File: src/rtl/rtc_pkg.sv
package rtc_pkg;
  localparam int REG_W = 32;

  localparam int IDX_LOAD     = 0;
  localparam int IDX_NOW      = 1;
  localparam int IDX_SUBSEC   = 2;
  localparam int IDX_TRIM     = 3;
  localparam int IDX_WAKE     = 4;
  localparam int IDX_EVT_STAT = 5;
  localparam int IDX_EVT_MASK = 6;
  localparam int IDX_EVT_ON   = 7;
  localparam int IDX_EVT_OFF  = 8;
  localparam int IDX_ERR_STAT = 9;
  localparam int IDX_ERR_MASK = 10;
  localparam int IDX_ERR_ON   = 11;
  localparam int IDX_ERR_OFF  = 12;
  localparam int IDX_CTRL     = 13;
  localparam int IDX_SCRATCH  = 14;
  localparam int IDX_LAST     = IDX_SCRATCH;

  localparam logic [REG_W-1:0] CTRL_RESET = 32'h0100_0000;
  localparam logic [REG_W-1:0] CTRL_WMASK = 32'h8F00_0001;

  localparam int EVT_W = 2;
  localparam int ERR_W = 1;
endpackage

File: src/rtl/rtc_timebase.sv
module rtc_timebase #(
  parameter int TICKS_PER_SEC = 32768,
  parameter int SUBSEC_W      = 16,
  parameter int SEC_W         = 32
) (
  input  logic                clk,
  input  logic                rst,
  input  logic                tick_i,
  input  logic                load_i,
  input  logic [SEC_W-1:0]    load_val_i,
  output logic [SEC_W-1:0]    sec_o,
  output logic [SUBSEC_W-1:0] subsec_o,
  output logic                wrap_o,
  output logic [SEC_W-1:0]    sec_next_o
);
  localparam logic [SUBSEC_W-1:0] LAST = SUBSEC_W'(TICKS_PER_SEC - 1);

  logic [SEC_W-1:0]    sec_q;
  logic [SUBSEC_W-1:0] sub_q;
  logic                pend_q;
  logic [SEC_W-1:0]    pend_val_q;

  // A load write discards a tick that arrives in the same cycle.
  assign wrap_o     = tick_i && !load_i && (sub_q == LAST);
  assign sec_next_o = pend_q ? pend_val_q : sec_q + SEC_W'(1);
  assign sec_o      = sec_q;
  assign subsec_o   = sub_q;

  always_ff @(posedge clk) begin
    if (rst) begin
      sec_q      <= '0;
      sub_q      <= '0;
      pend_q     <= 1'b0;
      pend_val_q <= '0;
    end else if (load_i) begin
      sub_q      <= '0;
      pend_q     <= 1'b1;
      pend_val_q <= load_val_i;
    end else if (tick_i) begin
      if (sub_q == LAST) begin
        sub_q  <= '0;
        sec_q  <= sec_next_o;
        pend_q <= 1'b0;
      end else begin
        sub_q <= sub_q + SUBSEC_W'(1);
      end
    end
  end
endmodule

File: src/rtl/rtc_irq_bank.sv
module rtc_irq_bank #(
  parameter int W = 2
) (
  input  logic         clk,
  input  logic         rst,
  input  logic [W-1:0] set_i,
  input  logic         clr_wr_i,
  input  logic         on_wr_i,
  input  logic         off_wr_i,
  input  logic [W-1:0] wdata_i,
  output logic [W-1:0] stat_o,
  output logic [W-1:0] mask_o,
  output logic         irq_o
);
  logic [W-1:0] stat_q, mask_q;
  logic [W-1:0] clr_bits;
  logic         irq_q;

  assign clr_bits = clr_wr_i ? wdata_i : '0;

  always_ff @(posedge clk) begin
    if (rst) begin
      stat_q <= '0;
      mask_q <= '1;
      irq_q  <= 1'b0;
    end else begin
      stat_q <= (stat_q & ~clr_bits) | set_i;
      if (on_wr_i)
        mask_q <= mask_q & ~wdata_i;
      else if (off_wr_i)
        mask_q <= mask_q | wdata_i;
      irq_q <= |(stat_q & ~mask_q);
    end
  end

  assign stat_o = stat_q;
  assign mask_o = mask_q;
  assign irq_o  = irq_q;
endmodule

File: src/rtl/rtc_core.sv
module rtc_core
  import rtc_pkg::*;
#(
  parameter int          ADDR_W        = 4,
  parameter int          TICKS_PER_SEC = 32768,
  parameter int          SUBSEC_W      = 16,
  parameter logic [20:0] TRIM_VALUE    = 21'h0
) (
  input  logic              clk,
  input  logic              rst,
  input  logic              tick_i,
  input  logic              req_i,
  input  logic              we_i,
  input  logic [ADDR_W-1:0] idx_i,
  input  logic [31:0]       wdata_i,
  output logic [31:0]       rdata_o,
  output logic              evt_irq_o,
  output logic              err_irq_o
);
  logic [31:0] idx_ext;
  logic        mapped, wr, rd_unmapped_unused;
  logic [31:0] sec, sec_next, wake_q, ctrl_q, scratch_q, rdata_q, rd_mux;
  logic [SUBSEC_W-1:0] subsec;
  logic        wrap;
  logic [EVT_W-1:0] evt_stat, evt_mask, evt_set;
  logic [ERR_W-1:0] err_stat, err_mask, err_set;

  assign idx_ext = 32'(idx_i);
  assign mapped  = idx_ext <= 32'(IDX_LAST);
  assign wr      = req_i && we_i;
  assign rd_unmapped_unused = 1'b0;

  rtc_timebase #(
    .TICKS_PER_SEC(TICKS_PER_SEC), .SUBSEC_W(SUBSEC_W), .SEC_W(32)
  ) i_timebase (
    .clk(clk), .rst(rst), .tick_i(tick_i),
    .load_i(wr && idx_ext == 32'(IDX_LOAD)), .load_val_i(wdata_i),
    .sec_o(sec), .subsec_o(subsec), .wrap_o(wrap), .sec_next_o(sec_next)
  );

  assign evt_set = {wrap && (sec_next == wake_q), wrap};
  assign err_set = ERR_W'(req_i && !mapped);

  rtc_irq_bank #(.W(EVT_W)) i_evt_bank (
    .clk(clk), .rst(rst), .set_i(evt_set),
    .clr_wr_i(wr && idx_ext == 32'(IDX_EVT_STAT)),
    .on_wr_i (wr && idx_ext == 32'(IDX_EVT_ON)),
    .off_wr_i(wr && idx_ext == 32'(IDX_EVT_OFF)),
    .wdata_i(wdata_i[EVT_W-1:0]),
    .stat_o(evt_stat), .mask_o(evt_mask), .irq_o(evt_irq_o)
  );

  rtc_irq_bank #(.W(ERR_W)) i_err_bank (
    .clk(clk), .rst(rst), .set_i(err_set),
    .clr_wr_i(wr && idx_ext == 32'(IDX_ERR_STAT)),
    .on_wr_i (wr && idx_ext == 32'(IDX_ERR_ON)),
    .off_wr_i(wr && idx_ext == 32'(IDX_ERR_OFF)),
    .wdata_i(wdata_i[ERR_W-1:0]),
    .stat_o(err_stat), .mask_o(err_mask), .irq_o(err_irq_o)
  );

  always_ff @(posedge clk) begin
    if (rst) begin
      wake_q    <= '0;
      ctrl_q    <= CTRL_RESET;
      scratch_q <= '0;
    end else if (wr) begin
      if (idx_ext == 32'(IDX_WAKE))    wake_q    <= wdata_i;
      if (idx_ext == 32'(IDX_CTRL))    ctrl_q    <= wdata_i & CTRL_WMASK;
      if (idx_ext == 32'(IDX_SCRATCH)) scratch_q <= wdata_i;
    end
  end

  always_comb begin
    rd_mux = '0;
    case (idx_ext)
      IDX_LOAD, IDX_NOW: rd_mux = sec;
      IDX_SUBSEC:        rd_mux = 32'(subsec);
      IDX_TRIM:          rd_mux = 32'(TRIM_VALUE);
      IDX_WAKE:          rd_mux = wake_q;
      IDX_EVT_STAT:      rd_mux = 32'(evt_stat);
      IDX_EVT_MASK:      rd_mux = 32'(evt_mask);
      IDX_ERR_STAT:      rd_mux = 32'(err_stat);
      IDX_ERR_MASK:      rd_mux = 32'(err_mask);
      IDX_CTRL:          rd_mux = ctrl_q;
      IDX_SCRATCH:       rd_mux = scratch_q;
      default:           rd_mux = 32'(rd_unmapped_unused);
    endcase
  end

  always_ff @(posedge clk) begin
    if (rst)
      rdata_q <= '0;
    else if (req_i && !we_i)
      rdata_q <= rd_mux;
  end

  assign rdata_o = rdata_q;
endmodule

File: config.mk
export PLATFORM = sky130hd
export DESIGN_NAME = rtc_core
export DESIGN_NICKNAME = d
export VERILOG_FILES = /design/src/rtl/rtc_pkg.sv /design/src/rtl/rtc_timebase.sv /design/src/rtl/rtc_irq_bank.sv /design/src/rtl/rtc_core.sv
export SDC_FILE = /design/constraint.sdc
export NUM_CORES = 1
export LEC_CHECK = 0
export BUFFER_PORTS_ARGS = -buffer_cell sky130_fd_sc_hd__clkbuf_2
export CAP_MARGIN = 20
export CORE_ASPECT_RATIO = 0.75
export CORE_UTILIZATION = 30
export CTS_CLUSTER_DIAMETER = 200
export DETAILED_ROUTE_END_ITERATION = 8
export GPL_TIMING_DRIVEN = 1
export PLACE_DENSITY = 0.58
export RECOVER_POWER = 50
export REMOVE_ABC_BUFFERS = 1
export SYNTH_ARGS = -nofsm -noshare
export SYNTH_HDL_FRONTEND = slang
export SYNTH_HIERARCHICAL = 1
export SYNTH_SLANG_ARGS = --single-unit
File: constraint.sdc
create_clock -name clk -period 8.91 [get_ports clk]
set_input_delay 0.891 -clock clk [delete_from_list [all_inputs] [get_ports clk]]
set_output_delay 0.891 -clock clk [all_outputs]
set_load 0.02 [all_outputs]
# ---- Yosys cells after proc, flatten, opt, wreduce, memory -nomap -nowiden
# Index checks and enable logic that the tools add are counted.
# Widths: inputs -> output; s select.
dict set report op_classes {
  n_reduce_logical 29
  magnitude_cmp 1
  n_bitwise 17
  n_mux 12
  n_eq_ne 15
  addsub 2
}
# op count
set ops {}
lappend ops {{$pmux 32 s9} 1}
lappend ops {{$add 32x1->32 const B} 1}
lappend ops {{$eq 32x32->1} 1}
lappend ops {{$logic_not 32->1} 1}
lappend ops {{$mux 32} 1}
lappend ops {{$eq 4x4->1 const B} 7}
lappend ops {{$add 16x1->16 const B} 1}
lappend ops {{$eq 16x15->1 const B} 1}
lappend ops {{$eq 4x3->1 const B} 4}
lappend ops {{$mux 16} 1}
lappend ops {{$logic_and 1x1->1} 13}
lappend ops {{$reduce_and 2->1} 4}
lappend ops {{$reduce_bool 2->1} 4}
lappend ops {{$and 2x2->2} 3}
lappend ops {{$mux 1} 6}
lappend ops {{$mux 2} 3}
lappend ops {{$not 2->2} 3}
lappend ops {{$reduce_or 2->1} 3}
lappend ops {{$eq 4x1->1 const B} 1}
lappend ops {{$eq 4x2->1 const B} 1}
lappend ops {{$le 4x4->1 const B} 1}
lappend ops {{$not 1->1} 4}
lappend ops {{$or 2x2->2} 2}
lappend ops {{$and 1x1->1} 3}
lappend ops {{3 further kinds} 6}
dict set report word_totals {
  out_inout_bits 34
  elab_cells 90
  ff_bits 191
  input_bits 41
}

# ---- Logic depth before layout (Yosys ltp)
dict set report logic_depth {
  word_depth 7
  depth_mapped 12
  ltp_nobuf 11
}

# ---- Cells and area by module
# Netlist, hierarchy kept.
# mod cells_per_inst n_inst area_each_um2
set modules_own_cells {}
lappend modules_own_cells {rtc_core 588 1 4792.1}
lappend modules_own_cells {rtc_timebase 474 1 4066.4}
lappend modules_own_cells {{rtc_irq_bank (i_evt_bank)} 17 1 178.9}
lappend modules_own_cells {{rtc_irq_bank (i_err_bank)} 9 1 105.1}

# ---- Worst setup path after synthesis
# Ideal clock, no wire load.
dict set report synth_timing {
  path_kind {in2reg}
  startpoint {input port idx_i[1]}
  endpoint {register i_timebase.sec_q[10] (netlist: i_timebase/sec_o[10])}
  setup_ps 117
  cell_stages 11
  path_buffers 5
  t_arrival_ps 2735
  setup_slack_ps 6058
  required_time_ps 8793
  path_cell_list {buf_2 > nor2_2 > nand3_1 > nor3_1 > clkbuf_1 > nor2_1 > and2_1 > clkbuf_1 > buf_4 > buf_2 > a22o_1}
}
dict set report synth_via {
  elab_chain_len 4
}
# item line
set synth_rtl {}
lappend synth_rtl {{start, declared} rtc_core.sv:14} ;# input logic [ADDR_W-1:0] idx_i,
lappend synth_rtl {{$logic_not 32->1} rtc_core.sv:37} ;# .load_i(wr && idx_ext == 32'(IDX_LOAD)), .load_val_i(wdata_i),
lappend synth_rtl {{$logic_and 1x1->1} rtc_core.sv:37}
lappend synth_rtl {{$not 1->1 (no source line)} n/a}
lappend synth_rtl {{$reduce_and 3->1 (no source line)} n/a}
lappend synth_rtl {{end signal, assigned} rtc_timebase.sv:42} ;# sec_q <= sec_next_o;
lappend synth_rtl {{end, declared} rtc_timebase.sv:18} ;# logic [SEC_W-1:0] sec_q;
# No other way between the ends.
# A chain may end at the register's enable or synchronous reset.

# ---- Worst setup path in the final report
dict set report layout_timing {
  startpoint {input port rst}
  endpoint {register wake_q[16]}
}
# item line
set layout_lines {}
lappend layout_lines {{start, declared} rtc_core.sv:10} ;# input logic rst,
lappend layout_lines {{end signal, assigned} rtc_core.sv:68} ;# if (idx_ext == 32'(IDX_WAKE)) wake_q <= wdata_i;
lappend layout_lines {{end, declared} rtc_core.sv:22} ;# logic [31:0] sec, sec_next, wake_q, ctrl_q, scratch_q, rdata_q, rd_mux;
# No word-level cell between the ends.

==> tab_implementation.tex <==
\begin{tabular}{lr}
\hline
Metric & Value \\
\hline
\multicolumn{2}{l}{\textbf{GRT}} \\
\quad Total global routing overflow & 0 \\
\quad Via count of the first global-routing pass & 7439 \\
\quad Number of antenna violations at the first check in global routing & 1 \\
\quad Overall Global Routing Usage & 18.00\% \\
\quad Wire length of the first global-routing pass & 43730 um \\
\quad Largest net degree at the start of global routing & 79 \\
\multicolumn{2}{l}{\textbf{STA}} \\
\quad Count of pins over their slew limit & 148 \\
\quad Final worst path period need & 5705 ps \\
\quad Number of hold violations in the final report & 0 \\
\quad Unrepaired setup endpoints after global routing & false \\
\quad Worst setup slack after layout & 3205 ps \\
\quad Final Setup Violations & 0 \\
\quad Worst clock skew on the final layout & 13.71 ps \\
\quad Fin Hold WS & 453.2 ps \\
\quad Transition time of the tightest slew-check pin & 3650 ps \\
\quad Fmax & 175.3 MHz \\
\quad Sum of negative setup slack & 0 ps \\
\quad Worst slew slack as a fraction of its limit & -143.3\% \\
\quad Post-route clock period utilization & 64.03\% \\
\multicolumn{2}{l}{\textbf{Critical path}} \\
\quad R2r startpoint & i\_timebase/sec\_o[9]\$\_SDFFE\_PP0P\_ \\
\quad Standard cell with the maximum stage delay on the critical path & clkbuf\_1 \\
\quad Endpoint of the most critical register-to-register path & i\_evt\_bank/stat\_o[1]\$\_SDFF\_PP0\_ \\
\quad R2R cell count & 10 \\
\quad Series of cell instances along the critical path & clkbuf\_1 -> clkbuf\_1 -> a21oi\_1 \\
\quad Cell type with the highest occurrence count on the critical path & clkbuf\_1 \\
\quad Highest net fanout along the worst path & 78 \\
\quad Startpoint types & primary input \\
\quad Critical path start-end classification & primary input to flop \\
\quad CP max stage delay & 2510 ps \\
\quad Signal arrival time at the worst endpoint & 5890 ps \\
\quad Endpoint type of the worst setup path & flop \\
\quad Worst EP required & 9090 ps \\
\quad Worst R2R Setup Slack & 5420 ps \\
\multicolumn{2}{l}{\textbf{Yosys}} \\
\quad Portion of synthesized cell area occupied by the leading cell type & 41.82\% \\
\quad Synth area leaders & dfxtp\_1, nand2\_1, a21oi\_1, a22o\_1, xor2\_1 \\
\quad Yosys warns & 6 \\
\quad Gate count after technology mapping & 1088 \\
\quad Post-synth top area cell & dfxtp\_1 \\
\quad Synth cell types & 68 \\
\quad Mean area per synthesized cell & 8.403 um2 \\
\quad Most frequent cell after synthesis & nand2\_1 \\
\quad Share of flip-flops with an asynchronous set or reset & 0\% \\
\quad Post-Syn Area & 9143 um2 \\
\quad Most numerous cell types in the synthesized netlist & nand2\_1, dfxtp\_1, a21oi\_1, nor2\_1, a22o\_1 \\
\quad Sequential share of the synthesized area & 41.82\% \\
\quad Number of register bits inferred by synthesis & 191 \\
\quad Number of synthesized flops with an enable pin & 0 \\
\quad Commonest register cell after synthesis & dfxtp\_1 \\
\multicolumn{2}{l}{\textbf{Place}} \\
\quad Post-placement worst setup slack & 5255 ps \\
\quad Global placer's final weighted congestion & 0.8624 \\
\quad Port-buffer cells & 74 \\
\quad Sum of net half-perimeters after detailed placement & 18740 um \\
\multicolumn{2}{l}{\textbf{Floorplan}} \\
\quad Site Rows & 54 \\
\quad Die Outline Area & 31180 um2 \\
\quad Chip height & 153.2 um \\
\quad Core Area & 29530 um2 \\
\quad Num ports & 75 \\
\quad Die Width & 203.6 um \\
\quad Initial Util & 30.96\% \\
\multicolumn{2}{l}{\textbf{Detailed routing}} \\
\quad Post-detailed-route DRC marker count & 0 \\
\quad Via total after detailed routing & 8087 \\
\quad Avg WL per Cell & 18.25 um \\
\quad Number of design-rule violations left by the first detailed-router iteration & 747 \\
\quad Drt first pass iters & 6 \\
\quad Via-to-Cell Ratio & 5.303 \\
\quad Count of antenna-violating nets left after detailed routing & 0 \\
\quad Wirelength, routed & 27830 um \\
\multicolumn{2}{l}{\textbf{Worst hold path}} \\
\quad Hold Path Depth & 2 \\
\quad Worst Hold End & scratch\_q[0]\$\_SDFFE\_PP0P\_ \\
\quad Min-Delay Startpoint & scratch\_q[0]\$\_SDFFE\_PP0P\_ \\
\quad Class of the worst hold path & flop to flop \\
\multicolumn{2}{l}{\textbf{Cells and area}} \\
\quad Syn-to-layout area delta & 13.04\% \\
\quad Antenna cell count & 0 \\
\quad Util after Layout & 35.00\% \\
\quad NumNets Final & 1163 \\
\quad Proportion of layout cells with a drive suffix above 1 & 9.885\% \\
\multicolumn{2}{l}{\textbf{CTS}} \\
\quad Post CTS Setup Buffer Count & 0 \\
\quad Number of buffers between clock root and the deepest sink & 2 \\
\quad Number of clock buffers inserted by TritonCTS & 17 \\
\quad Clock latency on the worst-skew pair & 450 ps \\
\quad Post-CTS sizing & 0 \\
\quad CTS Hold Bufs & 0 \\
\quad H-tree level count & 4 \\
\quad TritonCTS clock tree & yes \\
\quad Clock tree root driver cell & clkbuf\_16 \\
\quad Clock-pin slew on the worst setup and hold paths & 70 ps \\
\quad Sink Count & 191 \\
\multicolumn{2}{l}{\textbf{Power}} \\
\quad VDD IR max & 0.1048 mV \\
\quad Power, Total & 1.710 mW \\
\quad Power per unit of standard cell area & 165.4 nW/um2 \\
\quad Leakage Power & 3.572 nW \\
\multicolumn{2}{l}{\textbf{Status}} \\
\quad Status & finished with violations \\
\quad Failing checks & capacitance limit, slew limit \\
\multicolumn{2}{l}{\textbf{Job}} \\
\quad Maximum Capacitance Violations & 2 \\
\hline
\end{tabular}
where the power goes:
group / total [mW] / leakage [nW] / internal, mW / switching (mW)
Combinational: 0.0793 / 1.75 / 0.0208 / 0.0585
Clock: 0.770 / 0.285 / 0.395 / 0.375
Sequential: 0.861 / 1.54 / 0.857 / 0.00373
cells by family after synthesis:
logic type / synth area share, %
simple gates: 22.01
compound gates: 19.72
flops: 41.82
buf+inv: 4.420
xor+xnor: 6.610
mux: 5.146
fa+ha+maj: 0.2737
state kept, by name, indices dropped and copies added, names as in the netlist, named ones only:
name / cells
i_timebase/subsec_o: 16
i_timebase/pend_q: 1
ctrl_q: 6
scratch_q: 32
i_evt_bank/irq_o: 1
i_timebase/sec_o: 32
rdata_o: 32
i_timebase/pend_val_q: 32
i_err_bank/irq_o: 1
wake_q: 32
i_err_bank/stat_o: 1
i_evt_bank/stat_o: 2
worst max-delay path: cells and delay by family:
kind            cells  cell delay, ps
compound gates      1             110
buf+inv             2            4800
area by class of cell:
class	instances	area (um2)
Clock buffer	17	425.4
Clock inverter	15	152.6
Fill cell	3057	19190
Inverter	13	48.80
Multi-Input combinational cell	810	4952
Sequential cell	191	3825
Tap cell	392	490.5
Timing Repair Buffer	87	440.4
worst max path at each step:
stage	from	depth (start not counted)	slack (ps)	end
5_1_grt	rst	3	2690	i_timebase/pend_val_q[17]$_SDFFE_PP0P_
2_1_floorplan	idx_i[0]	7	2460	i_timebase/sec_o[21]$_SDFFE_PP0P_
3_5_place_dp	idx_i[0]	10	5250	i_timebase/sec_o[24]$_SDFFE_PP0P_
4_1_cts	i_timebase/sec_o[9]$_SDFFE_PP0P_	10	5510	i_evt_bank/stat_o[1]$_SDFF_PP0_
3_3_place_gp	idx_i[0]	10	5300	i_timebase/sec_o[29]$_SDFFE_PP0P_
6_report	rst	3	3200	wake_q[16]$_SDFFE_PP0P_
through the flow:
step	instance area, um2	instances
after floorplan	8787	1014
after global placement	9779	1492
final	10330	1525
after global routing	10330	1525
after detailed placement	9779	1492
after CTS	10360	1524
placed cells by master (no fill, tap or decap), types with 17 or more instances in the layout:
cell and count:
a21oi_1 104, a22o_1 56, clkbuf_1 36, clkbuf_16 17
clkbuf_2 39, dfxtp_1 190, mux2i_1 38, nand2_1 206
nand2b_1 20, nand3_1 22, nand4_1 20, nor2_1 72
o21ai_0 40, xnor2_1 21, xor2_1 48
metal layers:
metal | vias up | part of all wire (%) | GRT usage [%]
li1 | 3938 | - | -
met1 | 3856 | 52 | 28.12
met2 | 268 | 40 | 24.43
met3 | 25 | 6.9 | 3.774
met4 | 0 | 1.2 | 4.368
met5 | - | 0 | 0
Power figures use the tool's default switching activity.
